[src/rtl/wdt_pkg.sv]
// Package: shared control-word type and address codes for the watchdog timer.
// Assumes the control fields occupy word bits 8:1 in the order of ctrl_t.
package wdt_pkg;

    typedef struct packed {
        logic       up;
        logic       en;
        logic       periodic;
        logic       wd;
        logic       secure;
        logic [1:0] presc;
        logic       wd_irq;
    } ctrl_t;

    typedef enum logic [1:0] {
        A_LOAD  = 2'd0,
        A_COUNT = 2'd1,
        A_CTRL  = 2'd2,
        A_CLEAR = 2'd3
    } addr_e;

    // Pack the control fields into a 16-bit bus word, reserved bits zero.
    function automatic logic [15:0] ctrl_to_word(ctrl_t c);
        return {7'b0, c, 1'b0};
    endfunction

    // Extract the control fields from a 16-bit bus word.
    function automatic ctrl_t word_to_ctrl(logic [15:0] w);
        return ctrl_t'(w[8:1]);
    endfunction

endpackage

[src/rtl/wdt_prescale.sv]
// Prescaler: emits a one-cycle tick every 1, 2**SHIFT_MID or 2**SHIFT_HI
// clocks while run is high. Assumes restart and clr take priority over run.
module wdt_prescale #(
    parameter int SHIFT_MID = 4,
    parameter int SHIFT_HI  = 8,
    localparam int PW       = SHIFT_HI
) (
    input  logic       clk,
    input  logic       rst_n,
    input  logic       clr,
    input  logic       restart,
    input  logic       run,
    input  logic [1:0] sel,
    output logic       tick
);
    localparam logic [PW-1:0] LIM_MID = PW'((1 << SHIFT_MID) - 1);
    localparam logic [PW-1:0] LIM_HI  = PW'((1 << SHIFT_HI) - 1);

    logic [PW-1:0] pcnt;
    logic [PW-1:0] limit;

    // Decode the divider code; 11 behaves as 00.
    always_comb begin
        case (sel)
            2'b01:   limit = LIM_MID;
            2'b10:   limit = LIM_HI;
            default: limit = '0;
        endcase
    end

    assign tick = run && (pcnt >= limit);

    // Advance the prescale count, wrapping on each tick.
    always_ff @(posedge clk) begin
        if (!rst_n || clr || restart) pcnt <= '0;
        else if (run)                 pcnt <= tick ? '0 : pcnt + 1'b1;
    end
endmodule

[src/rtl/wdt_lfsr.sv]
// Sequence generator for secure clear: exposes the next value of a Fibonacci
// shift register; advances to it on adv. Assumes SEED is nonzero.
module wdt_lfsr #(
    parameter int          W    = 8,
    parameter logic [W-1:0] SEED = 8'hA5,
    parameter logic [W-1:0] TAPS = 8'hB8
) (
    input  logic         clk,
    input  logic         rst_n,
    input  logic         clr,
    input  logic         adv,
    output logic [W-1:0] next_val
);
    logic [W-1:0] state;

    assign next_val = {state[W-2:0], ^(state & TAPS)};

    // Hold the sequence state; step forward on each accepted clear.
    always_ff @(posedge clk) begin
        if (!rst_n || clr) state <= SEED;
        else if (adv)      state <= next_val;
    end
endmodule

[src/rtl/wdt_counter.sv]
// Main counter: counts up or down on tick, flags expiry at the terminal value,
// then wraps or reloads. Assumes restart has priority over tick.
module wdt_counter #(
    parameter int W = 16
) (
    input  logic         clk,
    input  logic         rst_n,
    input  logic         clr,
    input  logic         restart,
    input  logic [W-1:0] load_val,
    input  logic         tick,
    input  logic         up,
    input  logic         periodic,
    output logic [W-1:0] count,
    output logic         expire
);
    localparam logic [W-1:0] MAXV = '1;

    assign expire = tick && !restart && (up ? (count == MAXV) : (count == '0));

    // Load, reload, or step the count.
    always_ff @(posedge clk) begin
        if (!rst_n || clr)           count <= MAXV;
        else if (restart)            count <= load_val;
        else if (expire && periodic) count <= load_val;
        else if (tick)               count <= up ? count + 1'b1 : count - 1'b1;
    end
endmodule

[src/rtl/wdog_timer.sv]
// Top: register bank, watchdog control, lock and secure-clear decision around
// the prescaler, counter and sequence generator. Assumes one access per cycle.
module wdog_timer
    import wdt_pkg::*;
#(
    parameter int          DW        = 16,
    parameter int          CW        = 8,
    parameter logic [CW-1:0] SEED    = 8'hA5,
    parameter logic [CW-1:0] TAPS    = 8'hB8,
    parameter int          SHIFT_MID = 4,
    parameter int          SHIFT_HI  = 8
) (
    input  logic          clk,
    input  logic          rst_n,
    input  logic          bus_we,
    input  logic          bus_re,
    input  logic [1:0]    bus_addr,
    input  logic [DW-1:0] bus_wdata,
    output logic [DW-1:0] bus_rdata,
    output logic          irq,
    output logic          rst_req
);
    logic [DW-1:0] load_q;
    logic [DW-1:0] count_q;
    ctrl_t         ctrl_q;
    logic          irq_q;
    logic          rst_req_q;
    logic [CW-1:0] seq_next;
    logic          tick, expire;
    logic          locked, wr_ctrl, wr_clr, en_rise, wd_active;
    logic          clr_ok, clr_bad, restart, wd_fire, soft_rst;
    logic [DW-1:0] ctrl_rd;

    // Decode bus writes and the watchdog decisions.
    always_comb begin
        locked    = ctrl_q.en && ctrl_q.wd;
        wr_ctrl   = bus_we && (bus_addr == A_CTRL) && !locked;
        wr_clr    = bus_we && (bus_addr == A_CLEAR);
        en_rise   = wr_ctrl && bus_wdata[7] && !ctrl_q.en;
        wd_active = ctrl_q.en && ctrl_q.wd;
        clr_ok    = wr_clr && wd_active && (!ctrl_q.secure || bus_wdata[CW-1:0] == seq_next);
        clr_bad   = wr_clr && wd_active && ctrl_q.secure && (bus_wdata[CW-1:0] != seq_next);
        restart   = en_rise || clr_ok;
        wd_fire   = wd_active && (expire || clr_bad);
        soft_rst  = wd_fire && !ctrl_q.wd_irq;
    end

    wdt_prescale #(.SHIFT_MID(SHIFT_MID), .SHIFT_HI(SHIFT_HI)) i_pre (
        .clk(clk), .rst_n(rst_n), .clr(soft_rst), .restart(restart),
        .run(ctrl_q.en), .sel(ctrl_q.presc), .tick(tick)
    );

    wdt_counter #(.W(DW)) i_cnt (
        .clk(clk), .rst_n(rst_n), .clr(soft_rst), .restart(restart),
        .load_val(load_q), .tick(tick), .up(ctrl_q.up),
        .periodic(ctrl_q.periodic), .count(count_q), .expire(expire)
    );

    wdt_lfsr #(.W(CW), .SEED(SEED), .TAPS(TAPS)) i_seq (
        .clk(clk), .rst_n(rst_n), .clr(soft_rst),
        .adv(clr_ok && ctrl_q.secure), .next_val(seq_next)
    );

    // Load register.
    always_ff @(posedge clk) begin
        if (!rst_n || soft_rst)                   load_q <= '0;
        else if (bus_we && bus_addr == A_LOAD)    load_q <= bus_wdata;
    end

    // Control register, frozen while the watchdog runs.
    always_ff @(posedge clk) begin
        if (!rst_n || soft_rst) ctrl_q <= '0;
        else if (wr_ctrl)       ctrl_q <= word_to_ctrl(16'(bus_wdata));
    end

    // Interrupt level: set on expiry or failed secure clear, cleared by clear writes.
    always_ff @(posedge clk) begin
        if (!rst_n || soft_rst)      irq_q <= 1'b0;
        else if (expire || wd_fire)  irq_q <= 1'b1;
        else if (wr_clr)             irq_q <= 1'b0;
    end

    // Reset request pulse, coincident with the internal soft reset.
    always_ff @(posedge clk) begin
        if (!rst_n) rst_req_q <= 1'b0;
        else        rst_req_q <= soft_rst;
    end

    assign ctrl_rd = DW'(ctrl_to_word(ctrl_q));

    // Read multiplexer; clear register and idle bus read as zero.
    always_comb begin
        bus_rdata = '0;
        if (bus_re) begin
            case (bus_addr)
                A_LOAD:  bus_rdata = load_q;
                A_COUNT: bus_rdata = count_q;
                A_CTRL:  bus_rdata = ctrl_rd;
                default: bus_rdata = '0;
            endcase
        end
    end

    assign irq     = irq_q;
    assign rst_req = rst_req_q;
endmodule

[config.mk]
export PLATFORM = sky130hd
export DESIGN_NAME = wdog_timer
export DESIGN_NICKNAME = d
export VERILOG_FILES = /design/src/rtl/wdt_pkg.sv /design/src/rtl/wdt_prescale.sv /design/src/rtl/wdt_lfsr.sv /design/src/rtl/wdt_counter.sv /design/src/rtl/wdog_timer.sv
export SDC_FILE = /design/constraint.sdc
export NUM_CORES = 1
export LEC_CHECK = 0
export BUFFER_PORTS_ARGS = -buffer_cell sky130_fd_sc_hd__buf_2
export CELL_PAD_IN_SITES_DETAIL_PLACEMENT = 1
export CELL_PAD_IN_SITES_GLOBAL_PLACEMENT = 2
export CORE_MARGIN = 2
export CORE_UTILIZATION = 40
export CTS_CLUSTER_DIAMETER = 40
export CTS_CLUSTER_SIZE = 28
export DETAILED_ROUTE_END_ITERATION = 12
export GPL_TIMING_DRIVEN = 0
export PLACE_DENSITY_LB_ADDON = 0.12
export SLEW_MARGIN = 20
export SYNTH_ARGS = -nofsm -noshare
export SYNTH_HDL_FRONTEND = slang
export SYNTH_HIERARCHICAL = 1
export SYNTH_SLANG_ARGS = --single-unit
[constraint.sdc]
create_clock -name clk -period 5 [get_ports clk]
set_input_delay 0.75 -clock clk [delete_from_list [all_inputs] [get_ports clk]]
set_output_delay 0.75 -clock clk [all_outputs]
set_load 0.1 [all_outputs]
# Yosys cells after proc, flatten, opt, wreduce, memory -nomap -nowiden
# Index checks and enable logic that the tools add are counted.
dict set report totals {
  regBits 58
  input_bits 22
  output_inout_bits 18
  wordCells 71
}
dict set report classes {
  addsub 3
  magnitude_cmp 1
  n_eq_ne 8
  muxes 11
  reduce_logical 35
}
# op count
set op_table {}
lappend op_table {{$mux 16} 5}
lappend op_table {{$pmux 16 s3} 1}
lappend op_table {{$logic_and 1x1->1} 18}
lappend op_table {{$add 16x1->16 const B} 1}
lappend op_table {{$eq 16x16->1 const B} 1}
lappend op_table {{$logic_not 16->1} 1}
lappend op_table {{$pmux 8 s2} 1}
lappend op_table {{$sub 16x1->16 const B} 1}
lappend op_table {{$add 8x1->8 const B} 1}
lappend op_table {{$eq 8x8->1} 1}
lappend op_table {{$ge 8x8->1} 1}
lappend op_table {{$mux 8} 1}
lappend op_table {{$ne 8x8->1} 1}
lappend op_table {{$reduce_xor 8->1} 1}
lappend op_table {{$eq 2x2->1 const B} 3}
lappend op_table {{$logic_not 1->1} 6}
lappend op_table {{$logic_or 1x1->1} 6}
lappend op_table {{$eq 2x1->1 const B} 2}
lappend op_table {{$mux 1} 3}
lappend op_table {{$reduce_bool 3->1} 1}
lappend op_table {{$logic_not 2->1} 1}
lappend op_table {{$reduce_bool 2->1} 1}

# Logic depth before layout (Yosys ltp)
dict set report depth {
  word_depth 14
  mapped_depth 19
  depth_no_buf 18
}

# Hierarchy
# The synthesis kept the hierarchy.
# module instances cells_each area_per_inst_um2 seq_area_each_um2
set modules_own_cells {}
lappend modules_own_cells {wdog_timer 1 172 1704.1 520.5}
lappend modules_own_cells {wdt_counter 1 192 1511.4 320.3}
lappend modules_own_cells {wdt_prescale 1 62 545.5 160.2}
lappend modules_own_cells {wdt_lfsr 1 38 380.4 160.2}

# Worst setup path before layout
# OpenSTA, ideal clock, no wires.
dict set report synth_timing {
  path_kind {flip-flop to flip-flop}
  start {register ctrl_q[1] (netlist bit)}
  end {register i_cnt.count[11]}
  setup_ns 0.132
  t_arrival_ns 3.308
  t_required_ns 4.868
  setup_slack_ns 1.560
  path_stages_with_launch 17
  path_buffers 2
  period_less_slack_ns 3.440
  cell_sequence {dfxtp_1 inv_1 ha_1 ha_1 a21o_1 a31oi_1 o221a_1 nor2_1 inv_1 nor3_1 and2_1 buf_1 or2_2 nor2b_1 nor2b_1 clkbuf_1 a21oi_1}
}
dict set report synth_between {
  elab_chain_len 10
  word_cells_on_any_way 15
  classes_between {order compare: 1; eq/ne: 2; mux: 3; reduce/logical: 9}
}
# item line_no
set synth_rtl {}
lappend synth_rtl {{start: declaration} wdog_timer.sv:25} ;# ctrl_t ctrl_q;
lappend synth_rtl {{start signal: assignment} wdog_timer.sv:73} ;# else if (wr_ctrl) ctrl_q <= word_to_ctrl(16'(bus_wdata));
lappend synth_rtl {{$eq 2x2->1 or $eq 2x1->1 (tied branches)} wdt_prescale.sv:24} ;# case (sel)
lappend synth_rtl {{$pmux 8 s2 (*)} wdt_prescale.sv:24}
lappend synth_rtl {{$ge 8x8->1 (*)} wdt_prescale.sv:31} ;# assign tick = run && (pcnt >= limit);
lappend synth_rtl {{$logic_and 1x1->1 (*)} wdt_prescale.sv:31}
lappend synth_rtl {{named net tick} wdog_timer.sv:29} ;# logic tick, expire;
lappend synth_rtl {{$logic_and 1x1->1 (*) (2 in a row)} wdt_counter.sv:19} ;# assign expire = tick && !restart && (up ? (count == MAXV) : (count == '0));
lappend synth_rtl {{named net expire} wdog_timer.sv:29}
lappend synth_rtl {{$logic_or 1x1->1 (*)} wdog_timer.sv:44} ;# wd_fire = wd_active && (expire || clr_bad);
lappend synth_rtl {{$logic_and 1x1->1 (*)} wdog_timer.sv:44}
lappend synth_rtl {{$logic_and 1x1->1 (*)} wdog_timer.sv:45} ;# soft_rst = wd_fire && !ctrl_q.wd_irq;
lappend synth_rtl {{named net soft_rst} wdog_timer.sv:31} ;# logic clr_ok, clr_bad, restart, wd_fire, soft_rst;
lappend synth_rtl {{$logic_or 1x1->1 (*)} wdt_counter.sv:23} ;# if (!rst_n || clr) count <= MAXV;
lappend synth_rtl {{end signal: assignment} wdt_counter.sv:24} ;# else if (restart) count <= load_val;
lappend synth_rtl {{end signal: assignment} wdt_counter.sv:25} ;# else if (expire && periodic) count <= load_val;
lappend synth_rtl {{end signal: assignment} wdt_counter.sv:26} ;# else if (tick) count <= up ? count + 1'b1 : count - 1'b1;
lappend synth_rtl {{end: declaration} wdt_counter.sv:14} ;# output logic [W-1:0] count,
# The timed path passes the listed nets; every way through them passes the cells marked *.
# A chain may end at the register's enable or synchronous reset.

# Final worst setup path
dict set report layout_timing {
  start {register ctrl_q[1] (netlist bit)}
  end {register i_cnt.count[3]}
}
# Same word-level chain as after synthesis.

==> results_tabular.tex <==
\begin{tabular}{lr}
\hline
Metric & Value \\
\hline
\multicolumn{2}{l}{\textbf{Route}} \\
DR iter-0 viols & roughly 120 \\
Detail-routed net length per standard cell & between 15 and 20 um \\
Detailed-routing iteration count for the pre-antenna-repair pass & 4 \\
Antenna violation net count after detailed routing & 0 \\
DRC violations left & 0 \\
Routed vias & between 3,000 and 4,000 \\
Average via count per standard cell & roughly 5.5 \\
Routed WL & between 10,000 and 15,000 um \\
\multicolumn{2}{l}{\textbf{Die}} \\
CORE AREA & around 10,000 um\^{}2 \\
Full die area & about 11,000 um\^{}2 \\
Initial cell density of the core & between 40\% and 50\% \\
Die extent in x & around 110 um \\
Die outline height & roughly 110 um \\
Row cnt & 37 \\
I/O pin count & 40 \\
\multicolumn{2}{l}{\textbf{Layout}} \\
Combined area of the multi-input logic cells & approximately 2700 um\^{}2 \\
Storage element area & around 1200 um\^{}2 \\
Number of fillers in the final layout & between 1,000 and 1,500 \\
Antenna cell count & 0 \\
Share of final-layout standard cells stronger than drive strength 1 & approximately a fifth \\
Net total in the final layout & about 560 \\
Layout Area Growth over Synthesis & 13.6\% \\
\multicolumn{2}{l}{\textbf{Pwr}} \\
Power share of the clock group & about two fifths \\
Switching power total & 363 uW \\
Internal & between 800 and 900 uW \\
Maximum VDD drop & roughly 140 uV \\
Power density over cell area & approximately 250 nW/um\^{}2 \\
Fraction of power consumed by sequential logic & 41.8\% \\
Logic pwr share & around a fifth \\
Sw Share & between 30\% and 40\% \\
Leakage power & between 0.0015 and 0.002 uW \\
\multicolumn{2}{l}{\textbf{Clocking}} \\
Count of hold buffers inserted by post-cts repair & 0 \\
Post-cts sizing count & 0 \\
Clock tree from TritonCTS & built \\
Root cell of the clock tree & clkbuf\_8 \\
Number of post-CTS setup repair buffers & 0 \\
Clk\_lat worst skew & approximately 0.35 ns \\
Max clock buf depth & 2 \\
Post-CTS clock slew at the launch and capture registers of the worst setup and hold paths & 0.07 ns \\
Clock buffers created by TritonCTS & 9 \\
Sink count of the clock tree & 58 \\
H-tree levels & 3 \\
\multicolumn{2}{l}{\textbf{Yosys}} \\
Number of flip-flops and latches in the synthesized netlist & just under 60 \\
Share of synthesized flip-flops with an asynchronous set or reset & 0\% \\
Post-Synthesis Mean Instance Area & $\sim$9 um\^{}2 \\
Sequential-to-total area share from yosys stat & between 20\% and 30\% \\
Warnings from Yosys & 6 \\
Net count after synthesis & slightly above 500 \\
Cell variety after synth & 65 \\
Yosys top cell area share & roughly 28\% \\
EDFF count, synth & 0 \\
Largest cells by area after synthesis & dfxtp\_1 28\%, mux2i\_1 14\%, ha\_1 6.3\% \\
Post-synth design cell area & approximately 4100 um\^{}2 \\
Biggest area consumer among synthesized cells & dfxtp\_1 \\
Post-synthesis instance total & 464 \\
Predominant post-synthesis flop cell & dfxtp\_1 \\
\multicolumn{2}{l}{\textbf{Timing}} \\
Number of endpoints with negative hold slack in the final report & 0 \\
Worst-margin pin slew & approximately 0.75 ns \\
Smallest setup slack after layout & roughly 0.73 ns \\
Total setup violations reported at the end of the flow & 0 \\
Max Fclk & between 200 and 250 MHz \\
Slew margin rel. & around 50\% \\
Total Neg Setup Slack & 0 ns \\
Period Utilization, post-route & 85.5\% \\
Fin crit period & around 4.3 ns \\
Unrepaired setup endpoints after global routing & no \\
Post-Route Skew & about 0.011 ns \\
Final Max Tran Viols & 0 \\
\multicolumn{2}{l}{\textbf{Global routing}} \\
Largest net degree at the start of global routing & 16 \\
Wire length of the first global-routing pass & roughly 20,000 um \\
All-Layer GR Usage & 22.2\% \\
Initial antenna violation count & 0 \\
Vias in the first global route & around 3,800 \\
Overflow left after global routing & 0 \\
\multicolumn{2}{l}{\textbf{Outcome}} \\
Outcome & finished clean \\
\multicolumn{2}{l}{\textbf{Min path}} \\
Worst min-delay path class & reg -> reg \\
\multicolumn{2}{l}{\textbf{Setup path}} \\
Type of element launching the critical path & flip-flop \\
Crit path DAT & between 4 and 5 ns \\
Crit Path Category & reg -> reg \\
Max FO, Critical Path & 10 \\
Critical path data required time & between 5 and 6 ns \\
Critical path capture point type & flip-flop \\
\multicolumn{2}{l}{\textbf{Placement}} \\
Final HPWL DP & 9080 um \\
Setup Slack @ Placement & between 0.7 and 0.8 ns \\
Final Wtd Congestion & 0.856 \\
Count of input and output buffers & 38 \\
\multicolumn{2}{l}{\textbf{Run}} \\
Max Cap Violations & 0 \\
\hline
\end{tabular}
[registers in the layout, indices dropped and copies added, names as in the netlist]
name	count
ctrl_q	8
i_cnt/count	16
rst_req	1
load_q	16
i_pre/pcnt	8
irq	1
i_seq/state	8
[logic make-up (layout without fill, tap and decap cells)]
group | Yosys count | count (layout) | share of synthesized area [%]
AOI/OAI and AO/OA | 97 | 97 | 16.2
xor gates and xnor gates | 28 | 28 | 5.92
adders and majority gates | 22 | 22 | 6.83
buffers and inverters | 46 | 100 | 6.71
DFF | 58 | 58 | 28.0
muxes | 56 | 56 | 13.5
and+or+nand+nor | 157 | 157 | 22.7
[synthesized netlist by cell type, drive strengths merged (5+ instances only)]
master  instances
xnor2          18
and2           10
ha             21
nor4           30
o32ai           5
clkbuf          8
dfxtp          58
o21ai          24
o211ai          6
xor2           10
nor2           39
nand2          35
nand4          11
nor2b           5
nor3            5
inv            13
buf            24
a21oi          27
mux2i          56
[cell usage in the layout, fill, tap and decap left out, types with 4 or more instances in the layout]
master    count
ha_1         21
o21ai_0      17
xnor2_1      18
nand3_1       4
xor2_1       10
dfxtp_1      58
a21o_1        4
o211ai_1      6
a31oi_1       4
nand4_1      11
and2_1       10
buf_2        44
nor3_1        5
nor4_1       11
clkbuf_1      8
o21ai_1       5
inv_1        13
buf_6         7
nor2b_1       5
nand2b_1      4
buf_4         9
a21oi_1      25
clkbuf_8     11
o32ai_1       5
nor4_2       18
nand2_1      35
mux2i_1      56
nor2_1       39
[per-stage QoR]
step	utilization (%)	area [um^2]	hold slack, ns	total power (uW)	std cells
floorplan	-	4140	0.463	662	464
global placement	44.2	4500	0.488	714	638
detailed placement	44.2	4500	0.494	718	638
CTS	46.2	4710	0.511	1180	654
global route	46.2	4710	0.544	1220	654
finish	46.2	4710	0.503	1160	654
[worst paths after layout]
path | start | cells after the start | endpoint | slack, ns
worst max-delay path | ctrl_q[1] | 16 | i_cnt/count[3] | 0.73
worst min-delay path | i_seq/state[7] | 2 | i_seq/state[7] | 0.50
worst max register to register | ctrl_q[1] | 16 | i_cnt/count[3] | 0.73
worst min register to register | i_seq/state[7] | 2 | i_seq/state[7] | 0.50
[power groups by stage]
stage | Combinational [uW] | Sequential [uW] | Clock (uW)
global route | 242 | 488 | 490
floorplan | 171 | 491 | 0
detailed placement | 221 | 497 | 0
CTS | 222 | 486 | 469
global placement | 217 | 497 | 0
finish | 220 | 486 | 458
[layer usage]
| metal | wire [um] | part of all wire, % | global-route usage [%] |
|---|---|---|---|
| met3 | 217 | 1.9 | 3.15 |
| met1 | 5470 | 47 | 28.2 |
| met2 | 5780 | 50 | 38.8 |
| met4 | 166 | 1.4 | 6.77 |
| met5 | 0 | 0 | 0 |
[worst max-delay path, stage by stage, from the launching register on]
cell	delay, ns
dfxtp_1	0.42
inv_1	0.07
ha_1	0.33
ha_1	0.32
a21o_1	0.18
a31oi_1	0.37
o221a_1	0.25
nor2_1	0.08
inv_1	0.11
nor3_1	0.09
and2_1	0.16
buf_1	0.16
or2_2	0.36
nor2b_1	0.24
nor2b_1	0.37
clkbuf_1	0.48
a21oi_1	0.13
[area by class of cell]
class	count	area share, %
clock inverters	5	1.12
repair buffers	38	4.04
flip-flops and latches	58	24.7
multi-input cells	360	57.4
well taps	136	3.62
plain buffers	32	4.79
clock buffers	11	3.22
inverters	14	1.12
Note: power is estimated with default switching activity, not from simulation.
